## src/rtl/ctx_pe_pkg.sv

```systemverilog
package ctx_pe_pkg;

    localparam int DATA_W  = 24;
    localparam int CY_W    = 2;
    localparam int RF_AW   = 2;
    localparam int RF_N    = 1 << RF_AW;
    localparam int IMM_W   = 8;
    localparam int N_OPND  = 4;

    typedef enum logic [1:0] {
        ALU_ADD = 2'd0,
        ALU_SUB = 2'd1,
        ALU_MUL = 2'd2,
        ALU_CMP = 2'd3
    } alu_op_e;

    typedef enum logic [1:0] {
        SMU_SHL   = 2'd0,
        SMU_SHR   = 2'd1,
        SMU_AND   = 2'd2,
        SMU_CONST = 2'd3
    } smu_op_e;

    typedef enum logic [1:0] {
        SRC_NB_A = 2'd0,
        SRC_NB_B = 2'd1,
        SRC_RF_A = 2'd2,
        SRC_RF_B = 2'd3
    } src_e;

    typedef enum logic [1:0] {
        CY_ZERO = 2'd0,
        CY_IN0  = 2'd1,
        CY_IN1  = 2'd2,
        CY_ONE  = 2'd3
    } cy_sel_e;

    typedef struct packed {
        logic [IMM_W-1:0] imm;
        alu_op_e          alu_op;
        smu_op_e          smu_op;
        src_e             alu_a;
        src_e             alu_b;
        cy_sel_e          alu_cy;
        src_e             smu_a;
        src_e             smu_b;
        logic             out_sel;
        logic [RF_AW-1:0] rd_a;
        logic [RF_AW-1:0] rd_b;
        logic [RF_AW-1:0] wr_a;
        logic             wr_en;
        logic             wr_src;
    } cfg_t;

    localparam int CFG_W = $bits(cfg_t);

endpackage

```

## src/rtl/ctx_pe_ctxmem.sv

```systemverilog
module ctx_pe_ctxmem
    import ctx_pe_pkg::*;
#(
    parameter  int DEPTH = 64,
    localparam int AW    = $clog2(DEPTH)
) (
    input  logic          clk_i,
    input  logic          rst_n_i,
    input  logic          we_i,
    input  logic [AW-1:0] waddr_i,
    input  cfg_t          wdata_i,
    input  logic [AW-1:0] ptr_i,
    output logic [AW-1:0] ptr_q_o,
    output cfg_t          cfg_o
);

    cfg_t          slots [DEPTH];
    logic [AW-1:0] ptr_q;

    // Slot storage: no reset, written whenever strobed.
    always_ff @(posedge clk_i) begin
        if (we_i) begin
            slots[waddr_i] <= wdata_i;
        end
    end

    // Registered pointer: one-clock context switch.
    always_ff @(posedge clk_i or negedge rst_n_i) begin
        if (!rst_n_i) begin
            ptr_q <= '0;
        end else begin
            ptr_q <= ptr_i;
        end
    end

    assign ptr_q_o = ptr_q;
    assign cfg_o   = slots[ptr_q];

endmodule

```

## src/rtl/ctx_pe_regfile.sv

```systemverilog
module ctx_pe_regfile
    import ctx_pe_pkg::*;
(
    input  logic              clk_i,
    input  logic              rst_n_i,
    input  logic              we_i,
    input  logic [RF_AW-1:0]  waddr_i,
    input  logic [DATA_W-1:0] wdata_i,
    input  logic [RF_AW-1:0]  raddr_a_i,
    input  logic [RF_AW-1:0]  raddr_b_i,
    output logic [DATA_W-1:0] rdata_a_o,
    output logic [DATA_W-1:0] rdata_b_o
);

    logic [DATA_W-1:0] regs [RF_N];

    always_ff @(posedge clk_i or negedge rst_n_i) begin
        if (!rst_n_i) begin
            for (int i = 0; i < RF_N; i++) begin
                regs[i] <= '0;
            end
        end else if (we_i) begin
            regs[waddr_i] <= wdata_i;
        end
    end

    assign rdata_a_o = regs[raddr_a_i];
    assign rdata_b_o = regs[raddr_b_i];

endmodule

```

## src/rtl/ctx_pe_alu.sv

```systemverilog
module ctx_pe_alu
    import ctx_pe_pkg::*;
(
    input  alu_op_e           op_i,
    input  logic [DATA_W-1:0] a_i,
    input  logic [DATA_W-1:0] b_i,
    input  logic              ci_i,
    output logic [DATA_W-1:0] res_o,
    output logic [CY_W-1:0]   cy_o
);

    logic [DATA_W:0]   sum_w;
    logic [DATA_W:0]   dif_w;
    logic [DATA_W:0]   cmp_w;
    logic [DATA_W-1:0] prod_w;

    assign sum_w  = {1'b0, a_i} + {1'b0, b_i} + {{DATA_W{1'b0}}, ci_i};
    assign dif_w  = {1'b0, a_i} - {1'b0, b_i} - {{DATA_W{1'b0}}, ci_i};
    assign cmp_w  = {1'b0, a_i} - {1'b0, b_i};
    assign prod_w = a_i * b_i;

    always_comb begin
        unique case (op_i)
            ALU_ADD: begin
                res_o = sum_w[DATA_W-1:0];
                cy_o  = {1'b0, sum_w[DATA_W]};
            end
            ALU_SUB: begin
                res_o = dif_w[DATA_W-1:0];
                cy_o  = {1'b0, dif_w[DATA_W]};
            end
            ALU_MUL: begin
                res_o = prod_w;
                cy_o  = '0;
            end
            ALU_CMP: begin
                res_o = cmp_w[DATA_W-1:0];
                cy_o  = {(a_i == b_i), cmp_w[DATA_W]};
            end
        endcase
    end

endmodule

```

## src/rtl/ctx_pe_smu.sv

```systemverilog
module ctx_pe_smu
    import ctx_pe_pkg::*;
(
    input  smu_op_e           op_i,
    input  logic [DATA_W-1:0] a_i,
    input  logic [DATA_W-1:0] b_i,
    input  logic [IMM_W-1:0]  imm_i,
    output logic [DATA_W-1:0] res_o
);

    always_comb begin
        unique case (op_i)
            SMU_SHL:   res_o = a_i << b_i;
            SMU_SHR:   res_o = a_i >> b_i;
            SMU_AND:   res_o = a_i & b_i;
            SMU_CONST: res_o = {{(DATA_W-IMM_W){1'b0}}, imm_i};
        endcase
    end

endmodule

```

## src/rtl/ctx_pe.sv

```systemverilog
module ctx_pe
    import ctx_pe_pkg::*;
#(
    parameter  int CTX_DEPTH = 64,
    localparam int PTR_W     = $clog2(CTX_DEPTH)
) (
    input  logic              clk_i,
    input  logic              rst_n_i,
    input  logic              en_i,
    input  logic [PTR_W-1:0]  ctx_ptr_i,
    input  logic              cfg_we_i,
    input  logic [PTR_W-1:0]  cfg_addr_i,
    input  logic [CFG_W-1:0]  cfg_data_i,
    input  logic [DATA_W-1:0] nb_a_i,
    input  logic [DATA_W-1:0] nb_b_i,
    input  logic [CY_W-1:0]   nb_cy_i,
    output logic [DATA_W-1:0] res_d_o,
    output logic [CY_W-1:0]   res_cy_o
);

    localparam int OP_ALU_A = 0;
    localparam int OP_ALU_B = 1;
    localparam int OP_SMU_A = 2;
    localparam int OP_SMU_B = 3;

    cfg_t              cur_cfg;
    logic [PTR_W-1:0]  ptr_q;
    logic [DATA_W-1:0] rf_a;
    logic [DATA_W-1:0] rf_b;
    logic [DATA_W-1:0] opnd [N_OPND];
    src_e              opnd_sel [N_OPND];
    logic              alu_ci;
    logic [DATA_W-1:0] alu_res;
    logic [CY_W-1:0]   alu_cy;
    logic [DATA_W-1:0] smu_res;
    logic [DATA_W-1:0] nxt_d;
    logic [CY_W-1:0]   nxt_cy;
    logic [DATA_W-1:0] rf_wdata;

    function automatic logic [DATA_W-1:0] pick_src(
        input src_e              s,
        input logic [DATA_W-1:0] na,
        input logic [DATA_W-1:0] nb,
        input logic [DATA_W-1:0] ra,
        input logic [DATA_W-1:0] rb
    );
        logic [DATA_W-1:0] v;
        unique case (s)
            SRC_NB_A: v = na;
            SRC_NB_B: v = nb;
            SRC_RF_A: v = ra;
            SRC_RF_B: v = rb;
        endcase
        return v;
    endfunction

    ctx_pe_ctxmem #(.DEPTH(CTX_DEPTH)) u_ctxmem (
        .clk_i   (clk_i),
        .rst_n_i (rst_n_i),
        .we_i    (cfg_we_i),
        .waddr_i (cfg_addr_i),
        .wdata_i (cfg_t'(cfg_data_i)),
        .ptr_i   (ctx_ptr_i),
        .ptr_q_o (ptr_q),
        .cfg_o   (cur_cfg)
    );

    ctx_pe_regfile u_rf (
        .clk_i     (clk_i),
        .rst_n_i   (rst_n_i),
        .we_i      (en_i & cur_cfg.wr_en),
        .waddr_i   (cur_cfg.wr_a),
        .wdata_i   (rf_wdata),
        .raddr_a_i (cur_cfg.rd_a),
        .raddr_b_i (cur_cfg.rd_b),
        .rdata_a_o (rf_a),
        .rdata_b_o (rf_b)
    );

    assign opnd_sel[OP_ALU_A] = cur_cfg.alu_a;
    assign opnd_sel[OP_ALU_B] = cur_cfg.alu_b;
    assign opnd_sel[OP_SMU_A] = cur_cfg.smu_a;
    assign opnd_sel[OP_SMU_B] = cur_cfg.smu_b;

    // One independent operand multiplexer per functional-unit input.
    for (genvar g = 0; g < N_OPND; g++) begin : g_opnd
        assign opnd[g] = pick_src(opnd_sel[g], nb_a_i, nb_b_i, rf_a, rf_b);
    end

    always_comb begin
        unique case (cur_cfg.alu_cy)
            CY_ZERO: alu_ci = 1'b0;
            CY_IN0:  alu_ci = nb_cy_i[0];
            CY_IN1:  alu_ci = nb_cy_i[1];
            CY_ONE:  alu_ci = 1'b1;
        endcase
    end

    ctx_pe_alu u_alu (
        .op_i  (cur_cfg.alu_op),
        .a_i   (opnd[OP_ALU_A]),
        .b_i   (opnd[OP_ALU_B]),
        .ci_i  (alu_ci),
        .res_o (alu_res),
        .cy_o  (alu_cy)
    );

    ctx_pe_smu u_smu (
        .op_i  (cur_cfg.smu_op),
        .a_i   (opnd[OP_SMU_A]),
        .b_i   (opnd[OP_SMU_B]),
        .imm_i (cur_cfg.imm),
        .res_o (smu_res)
    );

    assign rf_wdata = cur_cfg.wr_src ? smu_res : alu_res;

    always_comb begin
        if (cur_cfg.out_sel) begin
            nxt_d  = smu_res;
            nxt_cy = '0;
        end else begin
            nxt_d  = alu_res;
            nxt_cy = alu_cy;
        end
    end

    always_ff @(posedge clk_i or negedge rst_n_i) begin
        if (!rst_n_i) begin
            res_d_o  <= '0;
            res_cy_o <= '0;
        end else if (en_i) begin
            res_d_o  <= nxt_d;
            res_cy_o <= nxt_cy;
        end
    end

endmodule

```

## config.mk

```make
export PLATFORM = sky130hd
export DESIGN_NAME = ctx_pe
export DESIGN_NICKNAME = d
export VERILOG_FILES = /design/src/rtl/ctx_pe_pkg.sv /design/src/rtl/ctx_pe_ctxmem.sv /design/src/rtl/ctx_pe_regfile.sv /design/src/rtl/ctx_pe_alu.sv /design/src/rtl/ctx_pe_smu.sv /design/src/rtl/ctx_pe.sv
export SDC_FILE = /design/constraint.sdc
export NUM_CORES = 2
export LEC_CHECK = 0
export CORE_UTILIZATION = 35
export CTS_CLUSTER_DIAMETER = 200
export DETAILED_ROUTE_END_ITERATION = 16
export PLACE_DENSITY = 0.52
export REMOVE_ABC_BUFFERS = 1
export SLEW_MARGIN = 20
export SYNTH_ARGS = -nofsm -noshare
export SYNTH_HDL_FRONTEND = slang
export SYNTH_SLANG_ARGS = --single-unit
```

## constraint.sdc

```tcl
create_clock -name clk_i -period 10.35 [get_ports clk_i]
set_input_delay 1.5525 -clock clk_i [delete_from_list [all_inputs] [get_ports clk_i]]
set_output_delay 1.5525 -clock clk_i [all_outputs]
set_load 0.05 [all_outputs]
```

==> tab_implementation.tex <==
\begin{tabular}{lr}
\hline
Metric & Value \\
\hline
\multicolumn{2}{l}{\textbf{Logic synthesis}} \\
Post-synthesis instance area & 101000 um\^{}2 \\
Cell with the most instances after synthesis & sky130\_fd\_sc\_hd\_\_edfxtp\_1 \\
Top-area cell type share of the netlist area & 59.1\% \\
Post-synth EDFFs & 1984 \\
Synth area leaders & sky130\_fd\_sc\_hd\_\_edfxtp\_1, sky130\_fd\_sc\_hd\_\_mux4\_2, sky130\_fd\_sc\_hd\_\_fa\_1 \\
Async S/R FF share, synth & 6.06\% \\
Netlist cell types & 97 \\
Per-instance average area after synthesis & 16.7 um\^{}2 \\
Cell type with the largest total area after synthesis & sky130\_fd\_sc\_hd\_\_edfxtp\_1 \\
Leading register cell type out of synthesis & sky130\_fd\_sc\_hd\_\_edfxtp\_1 \\
Sequential share of the synthesized area & 62.2\% \\
Number of cells produced by synthesis & 6033 \\
Ranking of synthesized cells by instance count & sky130\_fd\_sc\_hd\_\_edfxtp\_1, sky130\_fd\_sc\_hd\_\_mux4\_2, sky130\_fd\_sc\_hd\_\_inv\_1, sky130\_fd\_sc\_hd\_\_nand2\_1, sky130\_fd\_sc\_hd\_\_mux2i\_1 \\
Warning count from the yosys run & 0 \\
Synth Register Bits & 2112 \\
\multicolumn{2}{l}{\textbf{Timing}} \\
Clock period minus final worst setup slack & 10080 ps \\
Fin. max-slew vios & 0 \\
Worst slew pin tran & 1160 ps \\
Number of endpoints failing setup at the final stage & 0 \\
Achievable frequency & 99.2 MHz \\
Fin Clk Skew & 134 ps \\
Hold violation total from the final report & 0 \\
Slew headroom & 22.4\% \\
Final period util & 97.4\% \\
\multicolumn{2}{l}{\textbf{Run status}} \\
Result of the run & finished clean \\
\multicolumn{2}{l}{\textbf{Routing}} \\
Detailed Route Iter0 Violations & 6761 \\
Via density & 5.64 \\
Final antenna-violating net count & 0 \\
DRC errors left & 0 \\
Average wire per cell in the routed design & 32.1 um \\
Detailed Routing Iterations Pass 1 & 6 \\
Total routed wirelength & 345000 um \\
Via count & 60700 \\
\multicolumn{2}{l}{\textbf{Die}} \\
Die H & 539 um \\
Initial Util & 35.3\% \\
Top-level port count & 123 \\
Std-Cell Core Area & 286000 um\^{}2 \\
Row count & 196 \\
Die Area & 290000 um\^{}2 \\
DIE WIDTH & 539 um \\
\multicolumn{2}{l}{\textbf{Global route}} \\
Number of global-route vias before repair & 61000 \\
Pin count of the biggest net entering global routing & 77 \\
Wire length of the first global-routing pass & 480000 um \\
Number of antenna violations at the first check in global routing & 14 \\
Grt total ovfl & 0 \\
Overall global routing resource usage & 23.4\% \\
\multicolumn{2}{l}{\textbf{Worst setup path}} \\
Signal arrival time at the worst endpoint & 10850 ps \\
Top fanout value on the critical path & 7 \\
Largest stage delay on the critical path & 560 ps \\
Critical Path End Type & flip-flop \\
Required time at the worst-slack endpoint & 11120 ps \\
WS Path Type & flip-flop to flip-flop \\
Most frequent CP cell & sky130\_fd\_sc\_hd\_\_xnor2\_1 \\
Critical Path Source Type & flip-flop \\
Cell with the largest stage delay on the worst path & sky130\_fd\_sc\_hd\_\_fa\_1 \\
\multicolumn{2}{l}{\textbf{Clock network}} \\
Clock Tree Root & sky130\_fd\_sc\_hd\_\_clkbuf\_16 \\
Clock tree from TritonCTS & done \\
TritonCTS Buffers & 219 \\
Clock latency of the later-clocked register in the worst-skew pair & 920 ps \\
Maximum level of the CTS H-tree & 4 \\
Clock sink total & 2112 \\
Deepest clock path buffer count & 4 \\
Post-CTS clock slew at the launch and capture registers of the worst setup and hold paths & 60 ps \\
\multicolumn{2}{l}{\textbf{Placement}} \\
Final weighted congestion in routability-driven placement & 0.940 \\
Cell count after placement & 10300 \\
IO Port Bufs & 122 \\
DP HPWL & 224000 um \\
\multicolumn{2}{l}{\textbf{Finish}} \\
Multi-input combinational cell area & 36300 um\^{}2 \\
Number of standard cells in the layout, taps in and fillers out & 10800 \\
Relative area change from synthesis to final layout & 19.2\% \\
Filler Cells Inserted & 25700 \\
Footprint of the flip-flops and latches & 62800 um\^{}2 \\
Fraction of the core area covered by cells at the end of the flow & 42.0\% \\
Fraction of layout cells with a size suffix above 1 & 30.9\% \\
Post-layout nets & 7256 \\
\multicolumn{2}{l}{\textbf{Worst hold path}} \\
Hold Path Class & flip-flop to flip-flop \\
\multicolumn{2}{l}{\textbf{Flow run}} \\
Max capacitance violation total & 0 \\
\hline
\end{tabular}
[path summary, 6_finish.rpt]
path,start,to,slack (ps),cells past startpoint
max reg2reg,u_ctxmem.ptr_q_o[0]$_DFF_PN0_,u_rf.regs[23]$_DFFE_PN0P_,270,38
min reg2reg,u_rf.regs[55]$_DFFE_PN0P_,u_rf.regs[55]$_DFFE_PN0P_,480,2
min,u_rf.regs[55]$_DFFE_PN0P_,u_rf.regs[55]$_DFFE_PN0P_,480,2
max,u_ctxmem.ptr_q_o[0]$_DFF_PN0_,u_rf.regs[23]$_DFFE_PN0P_,270,38
max in group asynchronous,rst_n_i,u_ctxmem.ptr_q_o[2]$_DFF_PN0_,8070,2
min in group asynchronous,rst_n_i,res_d_o[12]$_DFFE_PN0P_,680,1
[metrics by stage]
stage	area, um^2	TNS [ps]	hold WS (ps)	setup slack, ps
3_3_place_gp	111000	-10870	474	-773
5_1_grt	120000	-510	526	-83.5
3_5_place_dp	111000	-11660	472	-898
2_1_floorplan	99200	-2382330	450	-21000
4_1_cts	119000	0	485	15.6
6_report	120000	0	483	273
[sequential cells by signal, indices dropped and copies added, names as in the netlist]
name,flops
u_rf.regs,96
u_ctxmem.ptr_q_o,6
u_ctxmem.slots,1984
res_d_o,24
res_cy_o,2
[critical path, delay by kind of cell, from the launching register on]
family / cells / cell delay, ps
and+or+nand+nor: 3 / 320
buffers and inverters: 10 / 1390
AOI/OAI and AO/OA: 6 / 1780
adders and majority gates: 7 / 3420
DFF: 1 / 550
muxes: 2 / 710
xor gates and xnor gates: 10 / 1790
[metal layers]
metal  track usage, %  vias to the layer above  wire length [um]
met3             3.18                      452             21500
met1             33.1                    32800            149000
met5                0                        -                27
met2             37.7                     2351            163000
met4             6.59                        4             10900
li1                 -                    25100                 -
[layout make-up]
type                    count  area share (%)
clock buffers             264            4.75
inverters                 420            1.32
repair buffers            891            6.66
well taps                3762            3.92
flip-flops and latches   2112            52.2
diodes                      5          0.0104
clock inverters           133           0.885
multi-input cells        3166            30.2
[repair_timing]
| item | CTS | global route |
|---|---|---|
| setup buffers | 24 | 57 |
| setup endpoints to repair | 30 | 30 |
| gates resized for setup | 88 | 190 |
| gates cloned | 5 | 3 |
| pin swaps | 26 | 79 |
| hold buffers | 0 | 0 |
[cell usage in the layout (no fill, tap or decap), types with 91 or more instances in the layout]
cell / synthesis / final
sky130_fd_sc_hd__edfxtp_1: 1984 / 1984
sky130_fd_sc_hd__buf_4: 37 / 682
sky130_fd_sc_hd__mux4_2: 628 / 627
sky130_fd_sc_hd__inv_1: 413 / 397
sky130_fd_sc_hd__nand2_1: 389 / 379
sky130_fd_sc_hd__mux2i_1: 331 / 312
sky130_fd_sc_hd__clkbuf_16: 0 / 225
sky130_fd_sc_hd__fa_1: 216 / 207
sky130_fd_sc_hd__nor2_1: 249 / 183
sky130_fd_sc_hd__mux2_2: 148 / 139
sky130_fd_sc_hd__dfrtp_1: 128 / 123
sky130_fd_sc_hd__ha_1: 133 / 118
sky130_fd_sc_hd__a21oi_1: 112 / 102
sky130_fd_sc_hd__o21ai_0: 110 / 99
sky130_fd_sc_hd__nand3_1: 94 / 91
[cells by family after synthesis]
group | Yosys count | share of synthesized area (%)
compound gates | 595 | 4.05
xor+xnor | 94 | 0.912
fa+ha+maj | 349 | 5.94
buf+inv | 755 | 3.25
flops | 2112 | 62.2
mux | 1110 | 19.0
simple gates | 1018 | 4.60
Power is not shown: default switching activity piles up to over one toggle a cycle in this logic, so the estimate is an artifact.
